===== src/rtl/bcc_pkg.sv =====
package bcc_pkg;

  typedef enum logic [1:0] {
    PH_IDLE   = 2'd0,
    PH_FETCH  = 2'd1,
    PH_DECODE = 2'd2,
    PH_EXEC   = 2'd3
  } phase_t;

  typedef struct packed {
    phase_t phase;
    logic   grabInstr;
    logic   grabCmd;
    logic   grabRead;
  } strobe_t;

endpackage


===== src/rtl/bcc_ctrl.sv =====
module bcc_ctrl
  import bcc_pkg::*;
(
  input  logic    clk,
  input  logic    rstN,
  input  logic    ready,
  input  logic    execEn,
  output strobe_t stb
);

  phase_t state, stateNext;

  always_comb begin
    stateNext = state;
    unique case (state)
      PH_IDLE:   stateNext = PH_FETCH;
      PH_FETCH:  if (ready) stateNext = PH_DECODE;
      PH_DECODE: stateNext = execEn ? PH_EXEC : PH_FETCH;
      PH_EXEC:   if (ready) stateNext = PH_FETCH;
      default:   stateNext = PH_IDLE;
    endcase
  end

  always_ff @(posedge clk) begin
    if (!rstN) state <= PH_IDLE;
    else       state <= stateNext;
  end

  always_comb begin
    stb.phase     = state;
    stb.grabInstr = (state == PH_FETCH) && ready;
    stb.grabCmd   = (state == PH_DECODE);
    stb.grabRead  = (state == PH_EXEC) && ready;
  end


  decode_once_chk: assert property (@(posedge clk) disable iff (!rstN)
    (state == PH_DECODE) |=> (state != PH_DECODE));


  idle_to_fetch_chk: assert property (@(posedge clk) disable iff (!rstN)
    (state == PH_IDLE) |=> (state == PH_FETCH));

endmodule


===== src/rtl/bcc_datapath.sv =====
module bcc_datapath
  import bcc_pkg::*;
#(
  parameter int ADDR_W  = 32,
  parameter int DATA_W  = 32,
  parameter int IP_STEP = 4
) (
  input  logic              clk,
  input  logic              rstN,
  input  strobe_t           stb,
  input  logic              ready,
  input  logic [DATA_W-1:0] rdData,
  input  logic              loadIp,
  input  logic [ADDR_W-1:0] newIp,
  input  logic              execIo,
  input  logic              execWr,
  input  logic [ADDR_W-1:0] execAddr,
  input  logic [DATA_W-1:0] execWrData,
  output logic              busActive,
  output logic              memIoSel,
  output logic              wrRd,
  output logic              dataCtl,
  output logic [ADDR_W-1:0] addrOut,
  output logic [DATA_W-1:0] dataOut,
  output logic              dataOe,
  output logic [DATA_W-1:0] instrWord,
  output logic [DATA_W-1:0] readWord
);

  localparam logic [ADDR_W-1:0] STEP = ADDR_W'(IP_STEP);

  logic [ADDR_W-1:0] ipReg;
  logic [DATA_W-1:0] instrReg, readReg, cmdData;
  logic [ADDR_W-1:0] cmdAddr;
  logic              cmdIo, cmdWr;

  always_ff @(posedge clk) begin
    if (!rstN) begin
      ipReg    <= '0;
      instrReg <= '0;
      readReg  <= '0;
      cmdAddr  <= '0;
      cmdData  <= '0;
      cmdIo    <= 1'b0;
      cmdWr    <= 1'b0;
    end else begin
      if (stb.grabInstr) begin
        instrReg <= rdData;
        ipReg    <= loadIp ? newIp : ipReg + STEP;
      end
      if (stb.grabCmd) begin
        cmdIo   <= execIo;
        cmdWr   <= execWr;
        cmdAddr <= execAddr;
        cmdData <= execWrData;
      end
      if (stb.grabRead && !cmdWr) readReg <= rdData;
    end
  end

  always_comb begin
    busActive = 1'b0;
    memIoSel  = 1'b0;
    wrRd      = 1'b0;
    dataCtl   = 1'b0;
    addrOut   = '0;
    dataOut   = '0;
    dataOe    = 1'b0;
    unique case (stb.phase)
      PH_FETCH: begin
        busActive = 1'b1;
        memIoSel  = 1'b1;
        addrOut   = ipReg;
      end
      PH_EXEC: begin
        busActive = 1'b1;
        memIoSel  = ~cmdIo;
        wrRd      = cmdWr;
        dataCtl   = 1'b1;
        addrOut   = cmdAddr;
        dataOe    = cmdWr;
        dataOut   = cmdWr ? cmdData : '0;
      end
      default: ;
    endcase
  end

  assign instrWord = instrReg;
  assign readWord  = readReg;


  fetch_code_chk: assert property (@(posedge clk) disable iff (!rstN)
    (busActive && !dataCtl) |-> (memIoSel && !wrRd && !dataOe));


  oe_write_only_chk: assert property (@(posedge clk) disable iff (!rstN)
    dataOe |-> (busActive && wrRd && dataCtl));


  idle_quiet_chk: assert property (@(posedge clk) disable iff (!rstN)
    !busActive |-> (addrOut == '0 && !memIoSel && !wrRd && !dataCtl && !dataOe));


  wait_hold_chk: assert property (@(posedge clk) disable iff (!rstN)
    (busActive && !ready) |=> (busActive && $stable(addrOut) && $stable(dataOut)
                               && $stable({memIoSel, wrRd, dataCtl, dataOe})));


  ip_step_chk: assert property (@(posedge clk) disable iff (!rstN)
    (stb.grabInstr && !loadIp) |=> (ipReg == $past(ipReg) + STEP));

endmodule


===== src/rtl/bus_cycle_ctrl.sv =====
module bus_cycle_ctrl
  import bcc_pkg::*;
#(
  parameter int ADDR_W  = 32,
  parameter int DATA_W  = 32,
  parameter int IP_STEP = 4
) (
  input  logic              clk,
  input  logic              rstN,
  input  logic              ready,
  input  logic [DATA_W-1:0] rdData,
  input  logic              loadIp,
  input  logic [ADDR_W-1:0] newIp,
  input  logic              execEn,
  input  logic              execIo,
  input  logic              execWr,
  input  logic [ADDR_W-1:0] execAddr,
  input  logic [DATA_W-1:0] execWrData,
  output logic              busActive,
  output logic              memIoSel,
  output logic              wrRd,
  output logic              dataCtl,
  output logic [ADDR_W-1:0] addrOut,
  output logic [DATA_W-1:0] dataOut,
  output logic              dataOe,
  output logic [DATA_W-1:0] instrWord,
  output logic [DATA_W-1:0] readWord
);

  strobe_t stb;

  bcc_ctrl ctrl_i (
    .clk    (clk),
    .rstN   (rstN),
    .ready  (ready),
    .execEn (execEn),
    .stb    (stb)
  );

  bcc_datapath #(
    .ADDR_W  (ADDR_W),
    .DATA_W  (DATA_W),
    .IP_STEP (IP_STEP)
  ) dp_i (
    .clk        (clk),
    .rstN       (rstN),
    .stb        (stb),
    .ready      (ready),
    .rdData     (rdData),
    .loadIp     (loadIp),
    .newIp      (newIp),
    .execIo     (execIo),
    .execWr     (execWr),
    .execAddr   (execAddr),
    .execWrData (execWrData),
    .busActive  (busActive),
    .memIoSel   (memIoSel),
    .wrRd       (wrRd),
    .dataCtl    (dataCtl),
    .addrOut    (addrOut),
    .dataOut    (dataOut),
    .dataOe     (dataOe),
    .instrWord  (instrWord),
    .readWord   (readWord)
  );

endmodule


===== config.mk =====
export PLATFORM = sky130hd
export DESIGN_NAME = bus_cycle_ctrl
export DESIGN_NICKNAME = d
export VERILOG_FILES = /design/src/rtl/bcc_pkg.sv /design/src/rtl/bcc_ctrl.sv /design/src/rtl/bcc_datapath.sv /design/src/rtl/bus_cycle_ctrl.sv
export SDC_FILE = /design/constraint.sdc
export NUM_CORES = 1
export LEC_CHECK = 0
export BUFFER_PORTS_ARGS = -buffer_cell sky130_fd_sc_hd__buf_2
export CORE_MARGIN = 1.5
export CORE_UTILIZATION = 45
export CTS_CLUSTER_DIAMETER = 150
export DETAILED_ROUTE_END_ITERATION = 10
export PLACE_DENSITY = 0.74
export SLEW_MARGIN = 30
export SYNTH_ARGS = -nofsm -noshare
export SYNTH_HDL_FRONTEND = slang
export SYNTH_SLANG_ARGS = --single-unit

===== constraint.sdc =====
create_clock -name clk -period 2 [get_ports clk]
set_input_delay 0.3 -clock clk [delete_from_list [all_inputs] [get_ports clk]]
set_output_delay 0.3 -clock clk [all_outputs]
set_load 0.01 [all_outputs]

---- Word-level counts from Yosys, hierarchy flattened ----
Cells that the tools add are included.
Widths: inputs -> output; s select.
word-level totals
  register bits after elaboration ......... 164
  input bits .............................. 135
  output and inout bits ................... 133
operators by class
  add/sub/neg operators ................... 1
  eq/ne operators ......................... 5
  multiplexer cells ....................... 12
  bitwise gates (word level) .............. 1
  reductions and logical operators ........ 7
operators by type and width
  operator               number
  $mux 32                3
  $pmux 32 s2            1
  $add 32x3->32 const B  1
  $pmux 2 s4             1
  $mux 2                 3
  $eq 2x2->1 const B     2
  $ne 2x2->1 const B     2
  $logic_and 1x1->1      3
  $mux 1                 3
  $eq 2x1->1 const B     1
  $logic_not 2->1        1
  $pmux 1 s2             1
  $reduce_and 2->1       1
  $reduce_or 2->1        1
  $logic_not 1->1        1
  $not 1->1              1

---- Depth between registers and ports, before layout ----
Gate-level depths: netlist (run 1).
  depth after elaboration ................. 3
  gate-level depth with buffers ........... 9

---- Cells and area by module ----
Synthesis (run 1) repeated with hierarchy kept, for this count alone.
second synthesis, totals
  cells, all modules ...................... 859
  area total of the unflattened synthesis .. 7,556.0 um2
by module, submodules not included
  module        instances  cells an instance  area each (um2)  sequential area each (um2)
  bcc_datapath  1          842                7,404.6          3,243.1
  bcc_ctrl      1          17                 151.4            40.0

---- Worst setup path before layout (run 1) ----
No wires, ideal clock.
  kind .................................... register -> register
  from .................................... register dp_i.ipReg[2]
  to ...................................... register dp_i.ipReg[16]
  setup time .............................. 120 ps
  data arrival time ....................... 1,785 ps
  slack ................................... 95 ps
  cell stages (with the launch flop) ...... 8
  buffers on the path ..................... 1
  clock period less this slack ............ 1,905 ps
  cells stage by stage .................... dfxtp_1 ha_1 nand3_1 nor3_1 buf_2 nand4_1 and3_1 o31a_1
on the way
  word-level cells in the longest chain between the ends .. 2
RTL lines
  what                    line                source
  start, declared         bcc_datapath.sv:32  logic [ADDR_W-1:0] ipReg;
  start signal, assigned  bcc_datapath.sv:49  ipReg <= loadIp ? newIp : ipReg + STEP;
  $add 32x3->32           bcc_datapath.sv:49
  $mux 32                 bcc_datapath.sv:49
No other way between the ends.
A chain may end at the register's enable or synchronous reset.

---- Worst setup path in the final report (run 1) ----
  from .................................... register ctrl_i.state[1]
  to ...................................... output addrOut[4]
on the way
  word-level cells in the longest chain between the ends .. 2
  elaborated cells between the ends (all ways) .. 3
  classes of those cells .................. eq/ne: 2; mux: 1
RTL lines
  what                                             line                  source
  start, declared                                  bcc_ctrl.sv:11        phase_t state, stateNext;
  start signal, assigned                           bcc_ctrl.sv:26        else state <= stateNext;
  $eq 2x2->1 / $eq 2x1->1 (equally long branches)  bcc_datapath.sv:69    unique case (stb.phase)
  $pmux 32 s2 *                                    bcc_datapath.sv:69
  end, declared                                    bus_cycle_ctrl.sv:23  output logic [ADDR_W-1:0] addrOut,
Every way passes the cells marked *; elsewhere a longest branch is shown, timed or not.

==> results.md, run 1 <==
- Static leakage: 4.32 nW
- # rows: 46
- M2 GR Usage: 43.1%
- Max_slew headroom: 53.3%
- CP required: 1.70 ns
- PD cells: 800 nW/um^2
- Largest fanout on the critical path: 17
- Post-synth EDFFs: 0
- First-pass GRT wire length: 33900 um
- DR vias/cell: 5.44
- Largest net degree at the start of global routing: 64
- Most frequent cell after synthesis: nand2_1
- Number of global-route vias before repair: 6696
- Crit share post-route: 97.6%
- Hold crit path type: in2reg
- Post-route ant nets: 0
- Layout Cells excl Fill: 1358
- Top post-synthesis cells by count: 167 x nand2_1, 164 x dfxtp_1, 85 x a21oi_1, 68 x mux2i_1, 58 x nor2_1
- Clk pin slew, worst setup/hold paths: 0.06 ns
- DR DRC count: 0
- Seq/Total Area, Yosys: 44.9%
- Clock insertion delay at the later pin of the skew report: 0.42 ns
- Placed Instances: 1318
- Via count: 7386
- Internal power: 5.77 mW
- Clock share of power: 42.5%
- GR Util met3: 6.92%
- Global Route Usage Sum: 25.6%
- Core area: 15900 sq um
- Synthesized Nets: 1011
- Sw Ratio: 25.8%
- Outcome: complete, no violations
- Share of cells above drive strength 1: 32.1%
- M1 GR Usage: 31.3%
- Die width: 130 um
- Area contributors post-synth: dfxtp_1 45%, mux2i_1 9.3%, nand2_1 8.6%
- Post-Route Utilization: 61.2%
- PortBufs: 267
- Clock Tree Root: clkbuf_16
- Layout Area Growth over Synthesis: 32.9%
- CP Capture Type: output pin
- GR peak layer: met2
- Post-DP HPWL: 15900 um
- Fmax: 512 MHz
- Clock skew: 0.00941 ns
- Synthesized area: 7310 sq um
- Clock sinks: 164
- I/O Pins: 268
- Pins Over Slew Limit: 0
- Combinational power share: 12.7%
- Crit path kind: reg2out
- Arr. time, crit path: 1.65 ns
- FILL cells: 1414
- Async set or reset register ratio after synthesis: 0%
- Total power: 7.77 mW
- Die ar.: 17000 sq um
- Fin. Hold Viols: 0
- CTS tree: built
- Placed cell area: 8990 sq um
- CP Launch Type: flip-flop
- Final setup violation count: 0
- Max Cap Viol: 0
- CTS Buf Count: 17
- Flop pwr share: 44.8%
- Yosys top cell by area: dfxtp_1
- Top FF cell, synth: dfxtp_1
- Worst-Margin Slew: 0.701 ns
- Cell variety after synth: 57
- Avg Synthesized Cell Area: 8.39 sq um
- Routed Wire Length: 23400 um
- Cell area after layout: 9710 sq um
- Initial Util: 46.0%
- Starting DRC count in detailed routing: 580
- Worst vdd ir: 0.525 mV
- H-tree depth: 4
- GR Overflow Total: 0
- Initial DRT Pass Iterations: 5
- Initial antenna violation count: 3
- Top cell type's share of synthesized area: 44.9%
- Hold-fix buffers at CTS: 0
- Nets: 1266
- Post-route minimum period: 1.95 ns
- Die Y: 130 um
- Wire per inst: 17.2 um
- Yosys warns: 0
- Max Buffers Root-to-Sink: 2
- Sum Neg Setup Slack: 0 ns
- FF+latch count, synth: 164
- Cells after synthesis: 871
- Register-to-register setup slack: 0.09 ns
- Sw power: 2.01 mW
- Routability cong.: 0.913
## critical path, stage by stage (launching register included)
cell and delay (ns):
dfxtp_4 0.37, inv_1 0.08, ha_4 0.20, clkbuf_16 0.19, a22o_2 0.26, buf_2 0.14
## metrics by stage
stage | hold slack, ns | worst slack, ns
floorplan | 0.436 | 0.0953
global placement | 0.438 | 0.189
detailed placement | 0.443 | 0.141
CTS | 0.107 | 0.00505
global route | 0.111 | -0.00170
finish | 0.115 | 0.0481
## path summary, 6_finish.rpt
path / start / end / cells after the start
worst max-delay path: ctrl_i.state[1] / addrOut[4] / 5
worst min-delay path: execWrData[25] / dp_i.cmdData[25] / 3
worst max register to register: dp_i.ipReg[19] / dp_i.ipReg[27] / 5
worst min register to register: dp_i.instrWord[22] / dp_i.instrWord[22] / 2
## cell families after synthesis
family,share of synthesized area [%]
buffers and inverters,4.72
DFF,44.9
adders and majority gates,0.856
AOI/OAI and AO/OA,16.6
muxes,9.46
and+or+nand+nor,23.3
xor gates and xnor gates,0.120
## cell type report
class / instances / area (sq um) / share of cell area [%]
inverters: 8 / 31.3 / 0.322
multi-input cells: 623 / 3740 / 38.5
diodes: 3 / 7.51 / 0.0773
flip-flops and latches: 164 / 3290 / 33.8
clock inverters: 10 / 121 / 1.25
well taps: 216 / 270 / 2.78
clock buffers: 22 / 474 / 4.88
repair buffers: 312 / 1780 / 18.4
## power groups by stage
stage	sequential [mW]	combinational [mW]	clock, mW
after detailed placement	3.55	0.923	0
final	3.48	0.984	3.30
after floorplan	3.56	0.496	0
after global placement	3.55	0.913	0
after CTS	3.48	0.944	3.33
after global routing	3.50	1.07	3.48
## state kept, by name (all words and copies together), names as in the netlist
signal / flops
dp_i.instrWord: 32
dp_i.cmdIo: 1
dp_i.cmdAddr: 32
dp_i.cmdData: 32
dp_i.ipReg: 32
ctrl_i.state: 2
dp_i.cmdWr: 1
dp_i.readWord: 32
## metal layers
metal  part of all wire (%)  vias up
met2                     48      336
li1                       -     3542
met5                      0        -
met1                     41     3459
met4                    3.1        0
met3                    8.1       49
## cells in the final DEF, fill, tap and decap left out, types with 7 or more instances in the layout
| cell | n |
|---|---|
| o21ai_0 | 21 |
| buf_4 | 37 |
| nand4_1 | 12 |
| buf_2 | 267 |
| mux2i_1 | 68 |
| a22o_1 | 31 |
| nand2_1 | 166 |
| inv_1 | 7 |
| clkbuf_16 | 19 |
| nand3_1 | 18 |
| dfxtp_1 | 162 |
| nor2b_1 | 26 |
| and3_1 | 39 |
| a21oi_1 | 85 |
| nor3_1 | 11 |
| nor2_1 | 56 |
| nor4_1 | 7 |
## timing repair
| action | 4_1_cts | 5_1_grt |
|---|---|---|
| buffers inserted | 0 | 3 |
| endpoints found under the setup margin | 68 | 43 |
| cloned | 0 | 2 |
| resized for setup | 8 | 3 |
Note: power is estimated with default switching activity, not from simulation.
==> run 2: changes to the inputs <==
--- a/config.mk
+++ b/config.mk
@@ -11,6 +11,7 @@
 export CTS_CLUSTER_DIAMETER = 150
 export DETAILED_ROUTE_END_ITERATION = 10
 export PLACE_DENSITY = 0.74
+export SETUP_SLACK_MARGIN = 0.05
 export SLEW_MARGIN = 30
 export SYNTH_ARGS = -nofsm -noshare
 export SYNTH_HDL_FRONTEND = slang
==> run 2 against run 1 <==
Non-clock buffer count unchanged. First-iteration DRC count down 2.1%. Clock skew is 0.00074 ns lower. Global-route usage up 0.56 points. Via count shrank 0.74%. Largest power group unchanged. Highest routed layer unchanged. Register-to-register slack gained 0.06 ns. Die area stayed put. Combinational power hardly changed. Largest cell class unchanged. Wire length shrank 1.3%.
==> results.md, run 2 (synthesis results as in run 1) <==
- Via count: 7331 (was 7386)
- Max Cap Viol: 0 (unchanged)
- Sw power: 1.97 mW (was 2.01 mW)
- Launching point of the worst reg2reg path: dp_i.ipReg[19] (unchanged)
- WHS: 0.118 ns (was 0.115 ns)
- Post-Route Utilization: 61.2% (about the same)
- # rows: 46 (unchanged)
- Nets: 1266 (unchanged)
- Internal power: 5.77 mW (about the same)
- Flop pwr share: 45.0% (was 44.8%)
- Starting DRC count in detailed routing: 568 (was 580)
- CTS Buf Count: 17 (unchanged)
- Clock Tree Root: clkbuf_16 (unchanged)
- Static leakage: 4.32 nW (about the same)
- Largest net degree at the start of global routing: 64 (unchanged)
- Die width: 130 um (unchanged)
- Layout Area Growth over Synthesis: 33.1% (was 32.9%)
- Slowest CP cell: dfxtp_4 (unchanged)
- Number of global-route vias before repair: 6803 (was 6696)
- Max_slew headroom: 53.0% (was 53.3%)
- Fin. Hold Viols: 0 (unchanged)
- Die ar.: 17000 sq um (unchanged)
- Initial Util: 46.0% (unchanged)
- CP Capture Type: output pin (unchanged)
- Wire per inst: 17.0 um (was 17.2 um)
- CTS tree: built (unchanged)
- Cells along the critical path: inv_2 -> ha_4 -> buf_12 -> a22o_4 -> buf_2 (was inv_1 -> ha_4 -> clkbuf_16 -> a22o_2 -> buf_2)
- Arr. time, crit path: 1.61 ns (was 1.65 ns)
- First-pass GRT wire length: 34500 um (was 33900 um)
- PD cells: 796 nW/um^2 (was 800 nW/um^2)
- Combinational power share: 12.7% (about the same)
- Largest fanout on the critical path: 18 (was 17)
- Outcome: complete, no violations (unchanged)
- Clock skew: 0.00867 ns (was 0.00941 ns)
- Hold Startpoint: execWrData[1] (was execWrData[25])
- Post-route minimum period: 1.91 ns (was 1.95 ns)
- Worst vdd ir: 0.525 mV (about the same)
- I/O Pins: 268 (unchanged)
- Crit share post-route: 95.7% (was 97.6%)
- DR DRC count: 0 (unchanged)
- Commonest cells after routing, fill and taps aside: 267 x buf_2, 166 x nand2_1, 162 x dfxtp_1, 85 x a21oi_1, 68 x mux2i_1 (unchanged)
- Die Y: 130 um (unchanged)
- Pins Over Slew Limit: 0 (unchanged)
- PortBufs: 267 (unchanged)
- FILL cells: 1399 (was 1414)
- Hold crit path type: in2reg (unchanged)
- Sw Ratio: 25.5% (was 25.8%)
- Post-route ant nets: 0 (unchanged)
- H-tree depth: 4 (unchanged)
- Share of cells above drive strength 1: 32.3% (was 32.1%)
- Max Buffers Root-to-Sink: 2 (unchanged)
- Routed Wire Length: 23100 um (was 23400 um)
- Clock share of power: 42.3% (was 42.5%)
- Clk pin slew, worst setup/hold paths: 0.06 ns (about the same)
- Commonest non-fill, non-tap cell in the layout: buf_2 (unchanged)
- Fmax: 522 MHz (was 512 MHz)
- Initial antenna violation count: 3 (unchanged)
- Initial DRT Pass Iterations: 5 (unchanged)
- Clock insertion delay at the later pin of the skew report: 0.42 ns (about the same)
- Global Route Usage Sum: 26.1% (was 25.6%)
- CP required: 1.70 ns (about the same)
- Delay of the slowest critical-path stage: 0.36 ns (was 0.37 ns)
- Clock sinks: 164 (unchanged)
- Routability cong.: 0.913 (unchanged)
- Critical path startpoint: ctrl_i.state[1] (unchanged)
- RSZ-0062 raised after global routing: true
- DR vias/cell: 5.40 (was 5.44)
- Hold-fix buffers at CTS: 0 (unchanged)
- Sum Neg Setup Slack: 0 ns (unchanged)
- Core area: 15900 sq um (unchanged)
- Worst-Margin Slew: 0.705 ns (was 0.701 ns)
- Post-DP HPWL: 15900 um (unchanged)
- Crit path kind: reg2out (unchanged)
- CP Launch Type: flip-flop (unchanged)
- Final setup violation count: 0 (unchanged)
- GR Overflow Total: 0 (unchanged)
==> run 2: repair_timing <==
item,in CTS,in global routing
setup endpoints to repair,68,5
cloned,2,0
setup buffers,1,2
gates resized for setup,13,3
==> run 2: layout make-up <==
type	count	area, sq um	share of cell area [%]
Inverter	8	31.3	0.322
Sequential cell	164	3290	33.8
Clock inverter	10	121	1.25
Antenna cell	3	7.51	0.0772
Multi-Input combinational cell	623	3740	38.5
Timing Repair Buffer	312	1790	18.4
Clock buffer	22	474	4.87
Tap cell	216	270	2.78
==> run 2: metrics by stage <==
stage / std cells / power, mW / instance area [sq um] / worst slack, ns
2_1_floorplan: 871 / 4.05 / 7310 / 0.0953
3_3_place_gp: 1318 / 4.46 / 8990 / 0.189
3_5_place_dp: 1318 / 4.47 / 8990 / 0.141
4_1_cts: 1353 / 7.79 / 9690 / 0.0628
5_1_grt: 1358 / 8.04 / 9730 / 0.0389
6_report: 1358 / 7.75 / 9730 / 0.0859
==> run 2: routing by layer <==
layer / part of all wire [%] / vias up / track usage, %
met4: 2.6 / 0 / 9.50
met1: 41 / 3428 / 32.3
met5: 0 / - / 0
li1: - / 3538 / -
met2: 48 / 321 / 43.9
met3: 8.2 / 44 / 7.00
==> run 2: worst max-delay path, delay by kind of cell, from the launching register on <==
family                   cells  cell delay [ns]
adder cells (fa/ha/maj)      1             0.19
buffers and inverters        3             0.37
flip-flops                   1             0.36
AO/OA/AOI/OAI                1             0.28
==> run 2: power by group through the flow <==
stage	registers, mW	logic [mW]	clock network (mW)
2_1_floorplan	3.56	0.496	0
3_3_place_gp	3.55	0.913	0
3_5_place_dp	3.55	0.923	0
4_1_cts	3.48	0.980	3.33
5_1_grt	3.49	1.07	3.47
6_report	3.48	0.986	3.28
==> run 2: final timing paths <==
kind | slack (ns) | endpoint | depth (start not counted)
setup / recovery | 0.09 | addrOut[19] | 5
hold / removal | 0.12 | dp_i.cmdData[1] | 3
setup reg to reg | 0.15 | dp_i.ipReg[27] | 5
hold reg to reg | 0.45 | dp_i.instrWord[22] | 2
==> run 3: changes to the inputs <==
--- a/config.mk
+++ b/config.mk
@@ -8,6 +8,7 @@
 export BUFFER_PORTS_ARGS = -buffer_cell sky130_fd_sc_hd__buf_2
 export CORE_MARGIN = 1.5
 export CORE_UTILIZATION = 45
+export CTS_BUF_LIST = sky130_fd_sc_hd__clkbuf_16
 export CTS_CLUSTER_DIAMETER = 150
 export DETAILED_ROUTE_END_ITERATION = 10
 export PLACE_DENSITY = 0.74
==> run 3 against run 2 <==
Clock skew hardly changed. Via count down 0.29%. Clock power fell by 4%. Maximum frequency is 0.39% higher. Largest cell class unchanged. First-iteration DRC count decreased by 7.7%. Total power is 1.7% lower. Sequential power about the same. Non-clock buffer count unchanged. Combinational power is essentially flat. Wire length fell by 0.78%. Count of clock-buffer cells in the layout decreased by 5. Sequential share of layout area increased by 0.10 points.
==> results.md, run 3 (synthesis results as in run 1) <==
- Worst-Margin Slew: 0.689 ns (was 0.705 ns)
- Post-route ant nets: 0 (unchanged)
- CP Capture Type: output pin (unchanged)
- Post-DP HPWL: 15900 um (unchanged)
- Nets: 1266 (unchanged)
- Hold endpoint: dp_i.cmdData[25] (was dp_i.cmdData[1])
- Arr. time, crit path: 1.61 ns (about the same)
- Largest fanout on the critical path: 18 (unchanged)
- Sum Neg Setup Slack: 0 ns (unchanged)
- I/O Pins: 268 (unchanged)
- Reg2Reg Depth: 5 (unchanged)
- Post-route minimum period: 1.91 ns (about the same)
- Largest net degree at the start of global routing: 64 (unchanged)
- Initial antenna violation count: 3 (unchanged)
- PortBufs: 267 (unchanged)
- Initial DRT Pass Iterations: 5 (unchanged)
- R2r endpoint: dp_i.ipReg[27] (unchanged)
- Initial Util: 46.0% (unchanged)
- Layout Cells excl Fill: 1358 (unchanged)
- Sequential Area: 3290 sq um (unchanged)
- Routability cong.: 0.913 (unchanged)
- Worst vdd ir: 0.526 mV (was 0.525 mV)
- Wire per inst: 16.9 um (was 17.0 um)
- Register-to-register setup slack: 0.15 ns (about the same)
- H-tree depth: 4 (unchanged)
- Launching point of the worst reg2reg path: dp_i.ipReg[19] (unchanged)
- Via count: 7310 (was 7331)
- DR DRC count: 0 (unchanged)
- Fmax: 524 MHz (was 522 MHz)
- Share of cells above drive strength 1: 32.0% (was 32.3%)
- Fin. Hold Viols: 0 (unchanged)
- Clock Tree Root: clkbuf_16 (unchanged)
- Die width: 130 um (unchanged)
- Commonest cells after routing, fill and taps aside: 267 x buf_2, 166 x nand2_1, 162 x dfxtp_1, 85 x a21oi_1, 68 x mux2i_1 (unchanged)
- CTS Buf Count: 17 (unchanged)
- CP required: 1.70 ns (about the same)
- Clk pin slew, worst setup/hold paths: 0.06 ns (about the same)
- Post-route setup slack: 0.0934 ns (was 0.0859 ns)
- Static leakage: 4.31 nW (was 4.32 nW)
- Clock skew: 0.00873 ns (was 0.00867 ns)
- CP Launch Type: flip-flop (unchanged)
- Max_slew headroom: 54.0% (was 53.0%)
- Layout Area Growth over Synthesis: 32.7% (was 33.1%)
- Final setup violation count: 0 (unchanged)
- Clock insertion delay at the later pin of the skew report: 0.42 ns (about the same)
- Crit path kind: reg2out (unchanged)
- First-pass GRT wire length: 34400 um (was 34500 um)
- Global Route Usage Sum: 26.0% (was 26.1%)
- Total power: 7.61 mW (was 7.75 mW)
- Outcome: complete, no violations (unchanged)
- Hold Path Stages: 3 (unchanged)
- Hold Startpoint: execWrData[25] (was execWrData[1])
- WHS: 0.117 ns (was 0.118 ns)
- Crit share post-route: 95.3% (was 95.7%)
- Hold crit path type: in2reg (unchanged)
- Die ar.: 17000 sq um (unchanged)
- GR Overflow Total: 0 (unchanged)
- Area of the multi-input gates: 3740 sq um (unchanged)
- DR vias/cell: 5.38 (was 5.40)
- Dpl ws: 0.141 ns (unchanged)
- RSZ-0062 raised after global routing: true (unchanged)
- Commonest non-fill, non-tap cell in the layout: buf_2 (unchanged)
- Pins Over Slew Limit: 0 (unchanged)
- Max Buffers Root-to-Sink: 2 (unchanged)
- PD cells: 785 nW/um^2 (was 796 nW/um^2)
- # rows: 46 (unchanged)
- Starting DRC count in detailed routing: 524 (was 568)
- Die Y: 130 um (unchanged)
- Core area: 15900 sq um (unchanged)
- Routed Wire Length: 22900 um (was 23100 um)
- Placed Instances: 1318 (unchanged)
- Clock sinks: 164 (unchanged)
- Max Cap Viol: 0 (unchanged)
- FILL cells: 1400 (was 1399)
- CTS tree: built (unchanged)
- Number of global-route vias before repair: 6810 (was 6803)
[run 3: cell types whose count changed in the layout (fill, tap and decap cells not counted), sizes merged]
| cell | previous run | this run |
|---|---|---|
| clkbuf | 22 | 17 |
| clkinv | 6 | 9 |
| inv | 9 | 11 |
[run 3: worst max path at each step]
stage | startpoint | slack, ns | to | depth (start not counted)
5_1_grt | dp_i.ipReg[3] | 0.04 | dp_i.ipReg[30] | 7
4_1_cts | ctrl_i.state[1] | 0.06 | addrOut[19] | 5
3_5_place_dp | dp_i.ipReg[2] | 0.14 | dp_i.ipReg[30] | 7
2_1_floorplan | dp_i.ipReg[2] | 0.1 | dp_i.ipReg[16] | 7
6_report | ctrl_i.state[1] | 0.09 | addrOut[18] | 5
3_3_place_gp | dp_i.ipReg[2] | 0.19 | dp_i.ipReg[30] | 7
[run 3: stage by stage]
| step | util (%) | instance area, sq um |
|---|---|---|
| 3_5_place_dp | 56.6 | 8990 |
| 2_1_floorplan | - | 7310 |
| 6_report | 61.1 | 9700 |
| 4_1_cts | 60.8 | 9660 |
| 3_3_place_gp | 56.6 | 8990 |
| 5_1_grt | 61.1 | 9700 |
[run 3: timing repair]
| item | 4_1_cts | 5_1_grt |
|---|---|---|
| gates resized for setup | 13 | 3 |
| setup buffers | 1 | 2 |
| hold buffers | 0 | 0 |
| endpoints found under the setup margin | 68 | 5 |
| pin swaps | 0 | 0 |
| gates cloned | 2 | 0 |
[run 3: area by class of cell]
type,instances,area share (%)
Tap cell,216,2.79
Timing Repair Buffer,312,18.4
Sequential cell,164,33.9
Clock inverter,15,1.44
Clock buffer,17,4.39
Inverter,8,0.323
Antenna cell,3,0.0774
Multi-Input combinational cell,623,38.6
[run 3: worst max-delay path, cell delays in order, from the launching register on]
cell     delay [ns]
dfxtp_4        0.36
inv_2          0.05
ha_4           0.19
buf_12         0.17
a22o_1         0.27
buf_2          0.15
[run 3: power by group]
part / total, mW / switching, mW / internal [mW]
logic: 0.984 / 0.555 / 0.428
registers: 3.48 / 0.0906 / 3.39
clock network: 3.15 / 1.32 / 1.82
[run 3: per-layer routing]
| layer | routed length, um | part of all wire (%) | GRT usage, % |
|---|---|---|---|
| met1 | 9650 | 42 | 32.2 |
| met2 | 10900 | 48 | 43.3 |
| met3 | 1740 | 7.6 | 7.13 |
| met4 | 594 | 2.6 | 10.1 |
| met5 | 0 | 0 | 0 |
